`config.mk`:
```
export PLATFORM = sky130hd
export DESIGN_NAME = nand_ecc_top
export DESIGN_NICKNAME = d
export VERILOG_FILES = /design/src/rtl/nand_ecc_pkg.sv /design/src/rtl/nand_ecc_ctrl.sv /design/src/rtl/nand_ecc_dp.sv /design/src/rtl/nand_ecc_top.sv
export SDC_FILE = /design/constraint.sdc
export NUM_CORES = 1
export LEC_CHECK = 0
export BUFFER_PORTS_ARGS = -buffer_cell sky130_fd_sc_hd__buf_2
export CORE_ASPECT_RATIO = 0.7
export CORE_MARGIN = 10
export CORE_UTILIZATION = 57
export DETAILED_ROUTE_END_ITERATION = 12
export GPL_ROUTABILITY_DRIVEN = 1
export PLACE_DENSITY = 0.84
export SLEW_MARGIN = 10
export SYNTH_ARGS = -nofsm -noshare
export SYNTH_HDL_FRONTEND = slang
export SYNTH_SLANG_ARGS = --single-unit
```
`constraint.sdc`:
```
create_clock -name clk -period 1.6 [get_ports clk]
set_input_delay 0.24 -clock clk [delete_from_list [all_inputs] [get_ports clk]]
set_output_delay 0.24 -clock clk [all_outputs]
set_load 0.1 [all_outputs]
```
`src/rtl/nand_ecc_pkg.sv`:
```
package nand_ecc_pkg;

  localparam int ECC_BYTES = 3;
  localparam int PTR_W     = 2;

  typedef enum logic [1:0] {
    ECC_IDLE  = 2'b00,
    ECC_CLEAR = 2'b01,
    ECC_RUN   = 2'b10,
    ECC_DUMP  = 2'b11
  } eccMode_e;

  // strobes from control to datapath
  typedef struct packed {
    logic             clearState;
    logic             accumByte;
    logic             dumpActive;
    logic [PTR_W-1:0] dumpSel;
  } eccCtrl_t;

  // readout order: slot 0 -> code1, slot 1 -> code0, slot 2 -> code2
  function automatic int dumpByteIndex(input logic [PTR_W-1:0] slot);
    case (slot)
      2'd0:    return 1;
      2'd1:    return 0;
      default: return 2;
    endcase
  endfunction

endpackage

```
`src/rtl/nand_ecc_ctrl.sv`:
```
module nand_ecc_ctrl
  import nand_ecc_pkg::*;
(
  input  logic       clk,
  input  logic       rstN,
  input  logic [1:0] modeSel,
  input  logic       byteStrobe,
  input  logic       portRead,
  output eccCtrl_t   ctrlS
);

  localparam logic [PTR_W-1:0] LAST_SLOT = PTR_W'(ECC_BYTES - 1);

  eccMode_e         modeNow;
  logic [PTR_W-1:0] ptrQ;

  assign modeNow = eccMode_e'(modeSel);

  // readout pointer: parked at slot 0 outside dump mode
  always_ff @(posedge clk or negedge rstN) begin
    if (!rstN) begin
      ptrQ <= '0;
    end else if (modeNow != ECC_DUMP) begin
      ptrQ <= '0;
    end else if (portRead) begin
      ptrQ <= (ptrQ == LAST_SLOT) ? '0 : ptrQ + 1'b1;
    end
  end

  always_comb begin
    ctrlS            = '0;
    ctrlS.clearState = (modeNow == ECC_CLEAR);
    ctrlS.accumByte  = (modeNow == ECC_RUN) && byteStrobe;
    ctrlS.dumpActive = (modeNow == ECC_DUMP);
    ctrlS.dumpSel    = ptrQ;
  end

endmodule

```
`src/rtl/nand_ecc_dp.sv`:
```
module nand_ecc_dp
  import nand_ecc_pkg::*;
#(
  parameter int DATA_W      = 8,
  parameter int BLOCK_BYTES = 256
) (
  input  logic                        clk,
  input  logic                        rstN,
  input  eccCtrl_t                    ctrlS,
  input  logic [DATA_W-1:0]           busData,
  output logic [DATA_W-1:0]           portData,
  output logic [DATA_W*ECC_BYTES-1:0] codeVec
);

  localparam int ADDR_W = $clog2(BLOCK_BYTES);
  localparam int LINE_W = 2 * ADDR_W;
  localparam int IDX_W  = $clog2(DATA_W);
  localparam int COL_W  = 2 * IDX_W;
  localparam int CODE_W = DATA_W * ECC_BYTES;
  localparam int PAD_W  = CODE_W - LINE_W - COL_W;

  // bits of a data word whose index has bit k equal to v
  function automatic logic [DATA_W-1:0] colMask(input int k, input bit v);
    logic [DATA_W-1:0] m;
    m = '0;
    for (int j = 0; j < DATA_W; j++) begin
      m[j] = (((j >> k) & 1) == int'(v));
    end
    return m;
  endfunction

  logic [ADDR_W-1:0] posQ;
  logic [LINE_W-1:0] lineQ;
  logic [COL_W-1:0]  colQ;
  logic              byteParity;

  assign byteParity = ^busData;

  // byte position inside the block
  always_ff @(posedge clk or negedge rstN) begin
    if (!rstN) begin
      posQ <= '0;
    end else if (ctrlS.clearState) begin
      posQ <= '0;
    end else if (ctrlS.accumByte) begin
      posQ <= posQ + 1'b1;
    end
  end

  // line parity: one true/complement pair per position bit
  for (genvar i = 0; i < ADDR_W; i++) begin : g_line
    logic [1:0] cellQ;
    always_ff @(posedge clk or negedge rstN) begin
      if (!rstN) begin
        cellQ <= '0;
      end else if (ctrlS.clearState) begin
        cellQ <= '0;
      end else if (ctrlS.accumByte) begin
        if (posQ[i]) cellQ[1] <= cellQ[1] ^ byteParity;
        else         cellQ[0] <= cellQ[0] ^ byteParity;
      end
    end
    assign lineQ[2*i +: 2] = cellQ;
  end

  // column parity: one pair per bit-index bit
  for (genvar k = 0; k < IDX_W; k++) begin : g_col
    localparam logic [DATA_W-1:0] MASK_LO = colMask(k, 1'b0);
    localparam logic [DATA_W-1:0] MASK_HI = colMask(k, 1'b1);
    logic [1:0] cellQ;
    always_ff @(posedge clk or negedge rstN) begin
      if (!rstN) begin
        cellQ <= '0;
      end else if (ctrlS.clearState) begin
        cellQ <= '0;
      end else if (ctrlS.accumByte) begin
        cellQ[0] <= cellQ[0] ^ (^(busData & MASK_LO));
        cellQ[1] <= cellQ[1] ^ (^(busData & MASK_HI));
      end
    end
    assign colQ[2*k +: 2] = cellQ;
  end

  // stored inverted so an erased block gives all-ones code
  assign codeVec = {~colQ, {PAD_W{1'b1}}, ~lineQ};

  always_comb begin
    portData = busData;
    if (ctrlS.dumpActive) begin
      portData = codeVec[DATA_W*dumpByteIndex(ctrlS.dumpSel) +: DATA_W];
    end
  end

endmodule

```
`src/rtl/nand_ecc_top.sv`:
```
module nand_ecc_top
  import nand_ecc_pkg::*;
#(
  parameter int DATA_W      = 8,
  parameter int BLOCK_BYTES = 256
) (
  input  logic              clk,
  input  logic              rstN,
  input  logic [1:0]        eccMode,
  input  logic [DATA_W-1:0] busData,
  input  logic              byteStrobe,
  input  logic              portRead,
  output logic [DATA_W-1:0] portData
);

  eccCtrl_t                    ctrlS;
  logic [DATA_W*ECC_BYTES-1:0] codeVec;

  nand_ecc_ctrl uCtrl (
    .clk        (clk),
    .rstN       (rstN),
    .modeSel    (eccMode),
    .byteStrobe (byteStrobe),
    .portRead   (portRead),
    .ctrlS      (ctrlS)
  );

  nand_ecc_dp #(
    .DATA_W      (DATA_W),
    .BLOCK_BYTES (BLOCK_BYTES)
  ) uDp (
    .clk      (clk),
    .rstN     (rstN),
    .ctrlS    (ctrlS),
    .busData  (busData),
    .portData (portData),
    .codeVec  (codeVec)
  );

endmodule

```
======== After elaboration in Yosys (flattened, before gate mapping) ========
Cells that the tools add are included.
Widths: inputs -> output; s select.
word-level totals
  logic and storage cells ................. 143
  register bits ........................... 32
  output and inout bits ................... 8
  input bits .............................. 14
cells by class
  bitwise operators ....................... 24
  reduce and logical (&&, ||, !) cells .... 35
  shift operators ......................... 1
  $add $sub $neg .......................... 2
  multiplexer cells ....................... 46
  equality and inequality tests ........... 14
operators by type and width
  kind                 count
  $reduce_xor 8->1     7
  $mux 2               25
  $reduce_and 2->1     16
  $shiftx 24x32->8     1
  $mux 29              1
  $mux 8               3
  $xor 1x1->1          22
  $reduce_bool 2->1    10
  $ne 2x2->1 const B   9
  $mux 1               16
  $not 16->16          1
  $add 8x1->8 const B  1
  $eq 2x2->1 const B   3
  $not 6->6            1
  $eq 2x1->1 const B   2
  $pmux 2 s2           1
  $add 2x1->2 const B  1
  $logic_not 2->1      1
  $logic_and 1x1->1    1

======== Depth between registers and ports, before layout ========
Gate-level depths: netlist of the first run.
  word-level depth ........................ 5
  gate-level depth with buffers ........... 6

======== By module ========
A second synthesis of the first run with hierarchy kept.
second synthesis, totals
  cells, all modules ...................... 242
  area, all modules ....................... 2006.9 um^2
modules (own cells, without submodules)
  module         instances  area an instance (um^2)  cells each
  nand_ecc_dp    1          1896.8                   229
  nand_ecc_ctrl  1          110.1                    13

======== Worst setup path after synthesis of the first run ========
Ideal clock, no wire load.
  path type ............................... flip-flop to output port
  start point ............................. register uCtrl.ptrQ[0]
  end point ............................... output portData[2]
  path slack .............................. -1.781 ns
  data required time ...................... 1.360 ns
  arrival ................................. 3.141 ns
  cell stages (with the launch flop) ...... 5
  cell sequence ........................... dfrtp_1 > clkbuf_1 > mux2i_1 > o21ai_0 > o21ai_0
between the ends
  word-level cells in the longest chain between the ends .. 5
RTL lines
  what                                           RTL line             source
  start: declaration                             nand_ecc_ctrl.sv:15  logic [PTR_W-1:0] ptrQ;
  start signal: assignment                       nand_ecc_ctrl.sv:26  ptrQ <= (ptrQ == LAST_SLOT) ? '0 : ptrQ + 1'b1;
  $eq 2x1->1 or $logic_not 2->1 (tied branches)  nand_ecc_pkg.sv:23   case (slot)
  $pmux 2 s2 (*)                                 nand_ecc_pkg.sv:23
  $mux 29 (*)                                    nand_ecc_dp.sv:89    if (ctrlS.dumpActive) begin
  $shiftx 24x32->8 (*)                           nand_ecc_dp.sv:90    portData = codeVec[DATA_W*dumpByteIndex(ctrlS.dumpSel) +: DATA_W];
  $mux 8 (*)                                     nand_ecc_dp.sv:89
  end: declaration                               nand_ecc_top.sv:13   output logic [DATA_W-1:0] portData
Mark *: on every way between the ends. The rest lies on a longest branch, timed or not. The select of a mux whose other input is x is not followed.

======== Final worst setup path of the first run ========
  start point ............................. register uCtrl.ptrQ[0]
  end point ............................... output portData[4]
Same word-level chain as after synthesis.

==> results of run 1 <==
[cell usage after synthesis (6+ instances only)]
cell	count
mux2i_1	17
dfrtp_1	32
xnor2_1	15
o31ai_1	12
nor2_1	6
o311ai_0	8
nand2_1	30
nand3_1	11
o21ai_0	23
clkbuf_1	12
[per-layer routing]
metal	vias to the layer above	wire length, µm
met5	-	0
met4	0	129
met3	12	294
met2	48	2651
met1	841	2231
li1	791	-
[timing repair]
| action | 4_1_cts | 5_1_grt |
|---|---|---|
| pin swaps | 2 | 1 |
| buffers inserted | 4 | 0 |
| gates resized for setup | 14 | 16 |
| setup endpoints to repair | 9 | 16 |
[cells by family (layout without fill, tap and decap cells)]
logic type               count (synthesis)  count (layout)  share of synthesized area, %
AO/OA/AOI/OAI                           52              52                         18.24
XOR/XNOR                                17              17                         8.603
adder cells (fa/ha/maj)                  1               1                        0.6881
buffers and inverters                   14              57                         2.959
flip-flops                              32              32                         44.05
multiplexers                            17              17                         9.360
AND/OR/NAND/NOR                         62              62                         16.10
[worst max-delay path by stage]
stage	endpoint	slack (ps)	depth (start not counted)
floorplan	portData[2]	-60	4
global placement	uDp.g_line[7].cellQ[0]	-110	6
detailed placement	uDp.g_line[0].cellQ[0]	-320	6
CTS	portData[7]	-150	5
global route	portData[4]	-270	5
finish	portData[4]	-200	5
[power breakdown]
part / switching [mW] / leakage, nW / internal [mW]
Clock: 0.303 / 0.0510 / 0.343
Sequential: 0.0984 / 0.433 / 0.892
Combinational: 0.475 / 0.661 / 0.327
[metrics by stage]
stage	utilization, %	cells	setup TNS, ps
final	81.10	276	-1199
after global routing	81.10	276	-1729
after CTS	79.01	276	-1103
after detailed placement	74.25	264	-3223
after global placement	74.25	264	-1199
after floorplan	-	195	-195.8
[sequential cells by signal, summed over array words and instances (netlist names)]
signal / flops
uDp.g_col.cellQ: 6
uCtrl.ptrQ: 2
uDp.g_line.cellQ: 16
uDp.posQ: 8
[cell type report]
cell class / instances / area, µm²
Fill cell: 185 / 586.8
Tap cell: 38 / 47.55
Clock inverter: 2 / 10.01
Timing Repair Buffer: 48 / 435.4
Inverter: 1 / 3.754
Clock buffer: 6 / 82.58
Sequential cell: 32 / 803.3
Multi-Input combinational cell: 149 / 1136
[critical path: stages, from the launching register on]
cell,delay (ps)
dfrtp_2,390
buf_6,150
mux2i_1,270
o21ai_2,100
o21ai_4,160
buf_12,190
==> impl_metrics.yaml, run 1 <==
die:
  fp-row-count: 17
  core-area_mm2: 0.003105
  dieWidth_um: 87.50
  pin_count: 22
  die_area_mm2: 0.005884
  start_util_pct: 58.54
  die_height_um: 67.25
yosys:
  yosysTopAreaCellShare_pct: 44.05
  synth_fp_nets: 210
  synthFlopType: "dfrtp_1"
  async_flop_share_pct: 100.0
  synthesis.instances: 195
  ys_types: 27
  avgSynthCellArea_um2: 9.323
  syn-cell-area_mm2: 0.001818
  yosys-top-cells-area: "dfrtp_1 (44%), mux2i_1 (9.4%), xnor2_1 (7.2%)"
  synth_edf_count: 0
  ys_ff_latch: 32
  synth-seq-area-share_pct: 44.05
  yosysWarnings: 0
  synth_top_cell_by_area: "dfrtp_1"
route:
  drcViolationCount: 0
  post_drt_wl_per_cell_um: 19.23
  dr.first_iter.drc_count: 84
  routed_via_density: 6.130
  wl_um: 5307
  firstDrtPassIters: 4
  ant_nets: 0
  num_vias: 1692
worst_hold_path:
  hold_path.class: "input pin to async pin"
power_and_ir_drop:
  p_per_area_mw_per_mm2: 967.7
  power.ir.vdd_worst_uv: 655.5
  leakage_nw: 1.145
  power_mw: 2.437
sta:
  max_freq_mhz: 557.1
  worst_pin_slew_ps: 690.6
  post-route-min-period_ps: 1795
  setup_ws_ps: -195.1
  finalHoldWorstSlack_ps: -15.49
  rsz0062_at_grt: "true"
  finClkSkew_ps: 9.514
  final_max_slew_viol_count: 0
  hold_violations: 25
  setup_viol: 8
  fin_crit_sh_pct: 112.2
  maxSlewHeadroom_pct: 53.96
clocking:
  clk_latency_ps: 290
  cts_made_buffers: 5
  cts_root_buf: "clkbuf_8"
  cts_max_level: 2
  clkTransAtPathRegs_ps: 70
  cts_buffer_depth: 2
  cts_hold_buf: 0
  numClockSinks: 32
  cts_tree: "built"
global_route:
  first_global_vias: 1707
  grt_use_met1_pct: 22.01
  gr-total-overflow: 0
  grt_max_degree: 33
  antenna_found_initial: 0
  grt_most_used_layer: "met2"
  met2_usage_pct: 30.80
  grt_pass1_wl_um: 8355
  grt_use_met3_pct: 5.649
  grt_use_total_pct: 18.45
place:
  numPortBuffers: 21
  dp_hpwl_um: 3519
  pre_cts_slack_ps: -316.5
  place.gp.congestion: 0.8671
  postPlaceCellArea_mm2: 0.002306
cells_and_area:
  final_nets: 252
  diodes: 0
  drive_gt1_share_pct: 35.71
  stdcell_area_mm2: 0.002519
  area_delta_synth_final_pct: 38.54
  mostFrequentLayoutCells: "dfrtp_1 (30), nand2_1 (29), buf_4 (25)"
  final_common_cell: "dfrtp_1"
critical_path:
  required_ps: 1360
  startpoint: "uCtrl.ptrQ[0]"
  critPathCaptureType: "output port"
  r2r_setup_slack_ps: 310
  worstSetupPathType: "register to output port"
  ff2ff_path_depth: 5
  cp.arrival_ps: 1560
  r2r-start: "uDp.posQ[4]"
  crit_path_start_kind: "register"
  crit_fanout: 3
  reg2reg_to: "uDp.posQ[7]"
run_status:
  status: "complete, but fails checks"
  violations: "negative hold slack, negative setup slack"
job:
  max_cap_viol_count: 0
Power figures use the tool's default switching activity.
==> inputs of run 2 (changes only) <==
Settings changed: CORE_UTILIZATION 57 to 60, CTS_BUF_LIST from default to sky130_fd_sc_hd__clkbuf_8, PLACE_DENSITY 0.84 to 0.88.
Clock period 1.6 ns to 1.97 ns, I/O delays scaled along.
==> run 2 against run 1 <==
  * The run now ends clean
  * Register-to-register slack improved by 270 ps
  * Critical path depth increased by 1
  * Cell area decreased by 6.3%
  * Clock power decreased by 3%
  * Global-route usage decreased by 0.18 points
  * Cell count decreased by 5.4%
  * Non-clock buffer count decreased by 13
  * Critical path type unchanged
  * Critical endpoint is now portData[7]
  * Largest power group unchanged
==> impl_metrics.yaml, run 2 (same netlist as run 1, synthesis figures left out) <==
sta:
  finClkSkew_ps: 10.56
  setup_tns_ps: 0
  final_max_slew_viol_count: 0
  worst_pin_slew_ps: 695.6
  finalHoldWorstSlack_ps: 56.08
  max_freq_mhz: 510.7
  setup_ws_ps: 11.96
  setup_viol: 0
  post-route-min-period_ps: 1958
  hold_violations: 0
  maxSlewHeadroom_pct: 53.63
  fin_crit_sh_pct: 99.39
cells_and_area:
  top_register: "uDp.g_line.cellQ"
  fillers: 165
  diodes: 0
  finalNonFillerCells: 261
  reg_top3: "uDp.g_line.cellQ (16), uDp.posQ (8), uDp.g_col.cellQ (6)"
  stdcell_area_mm2: 0.002360
  mostFrequentLayoutCells: "nand2_1 (30), dfrtp_1 (30), mux2i_1 (17)"
  largest_reg_flops: 16
  drive_gt1_share_pct: 24.44
  area_delta_synth_final_pct: 29.80
  final_util_pct: 83.01
  final_nets: 239
global_route:
  antenna_found_initial: 0
  grt_use_total_pct: 18.27
  first_global_vias: 1730
  grt_use_met1_pct: 22.49
  grt_most_used_layer: "met2"
  gr-total-overflow: 0
  grt_max_degree: 33
  grt_pass1_wl_um: 8452
  grt_use_met3_pct: 4.680
  met2_usage_pct: 30.97
place:
  pre_cts_slack_ps: -147.6
  place_inst: 247
  postPlaceCellArea_mm2: 0.002188
  place.gp.congestion: 0.8279
  numPortBuffers: 21
  dp_hpwl_um: 3544
critical_path:
  crit_path_start_kind: "register"
  crit_fanout: 5
  reg2reg_to: "uDp.posQ[7]"
  critical_path.top_delay_family: "buffers and inverters"
  r2r-start: "uDp.posQ[2]"
  path_buf_inv: 3
  cpMostUsedCell: "buf_12"
  crit_path_max_incr_delay_ps: 420
  path_cells: "buf_12, buf_4, mux2i_1, o21ai_0, o21ai_4, buf_12"
  required_ps: 1670
  ff2ff_path_depth: 5
  worstSetupPathType: "register to output port"
  critPathCaptureType: "output port"
  cp_slowest_cell: "dfrtp_2"
  r2r_setup_slack_ps: 580
  cp.arrival_ps: 1660
clocking:
  numClockSinks: 32
  cts_max_level: 2
  clkTransAtPathRegs_ps: 80
  clk_latency_ps: 280
  cts_root_buf: "clkbuf_8"
  cts_made_buffers: 5
  cts_tree: "built"
  cts_buffer_depth: 2
  cts_hold_buf: 0
die:
  start_util_pct: 63.95
  die_height_um: 66.06
  die_area_mm2: 0.005667
  fp-row-count: 16
  core-area_mm2: 0.002843
  pin_count: 22
  dieWidth_um: 85.79
job:
  max_cap_viol_count: 0
route:
  drcViolationCount: 0
  firstDrtPassIters: 4
  dr.first_iter.drc_count: 200
  wl_um: 5108
  ant_nets: 0
  num_vias: 1672
  routed_via_density: 6.406
  post_drt_wl_per_cell_um: 19.57
worst_hold_path:
  hold_path.class: "input pin to async pin"
run_status:
  status: "complete, no violations"
power_and_ir_drop:
  power_mw: 2.010
  leakage_nw: 1.055
  p_per_area_mw_per_mm2: 851.9
  power.ir.vdd_worst_uv: 695.9
run 2: cell count changes in the layout (fill, tap and decap cells not counted), sizes merged:
| cell | delta |
|---|---|
| buf | -14 |
| bufinv | +1 |
| clkinv | -1 |
| clkinvlp | +1 |
run 2: worst reg2reg max path: stages, from the launching register on:
cell and delay [ps]:
dfrtp_1 490, and3_1 230, and3_1 180, nand4_1 130
xor2_1 180, nor2_1 110
run 2: cell type report:
class / instances / area [µm²] / share of cell area [%]
inverters: 1 / 3.754 / 0.1591
well taps: 36 / 45.04 / 1.909
clock inverters: 3 / 42.54 / 1.803
multi-input cells: 149 / 1054 / 44.64
clock buffers: 5 / 68.82 / 2.916
repair buffers: 35 / 342.8 / 14.53
flip-flops and latches: 32 / 803.3 / 34.04
run 2: worst max path at each step:
stage                                   to          start  cells past startpoint
floorplan                      portData[2]  uCtrl.ptrQ[0]                      4
global placement    uDp.g_line[5].cellQ[0]     busData[4]                      6
detailed placement  uDp.g_line[4].cellQ[0]     busData[4]                      6
CTS                            portData[4]  uCtrl.ptrQ[0]                      4
global route                   portData[7]  uCtrl.ptrQ[0]                      6
finish                         portData[7]  uCtrl.ptrQ[0]                      6
run 2: where the power goes:
| group | internal (mW) | leakage [nW] | switching, mW |
|---|---|---|---|
| Clock | 0.374 | 0.0541 | 0.252 |
| Sequential | 0.724 | 0.433 | 0.0720 |
| Combinational | 0.214 | 0.568 | 0.373 |
run 2: routing by layer:
metal	routed length, µm	vias up	share of wire, %
li1	-	764	-
met1	2113	823	41
met2	2515	75	49
met3	413	10	8.1
met4	66	0	1.3
met5	0	-	0
run 2: what timing repair did:
action | in CTS | in global routing
endpoints found under the setup margin | 8 | 5
resized for setup | 1 | 2
buffers inserted | 0 | 6
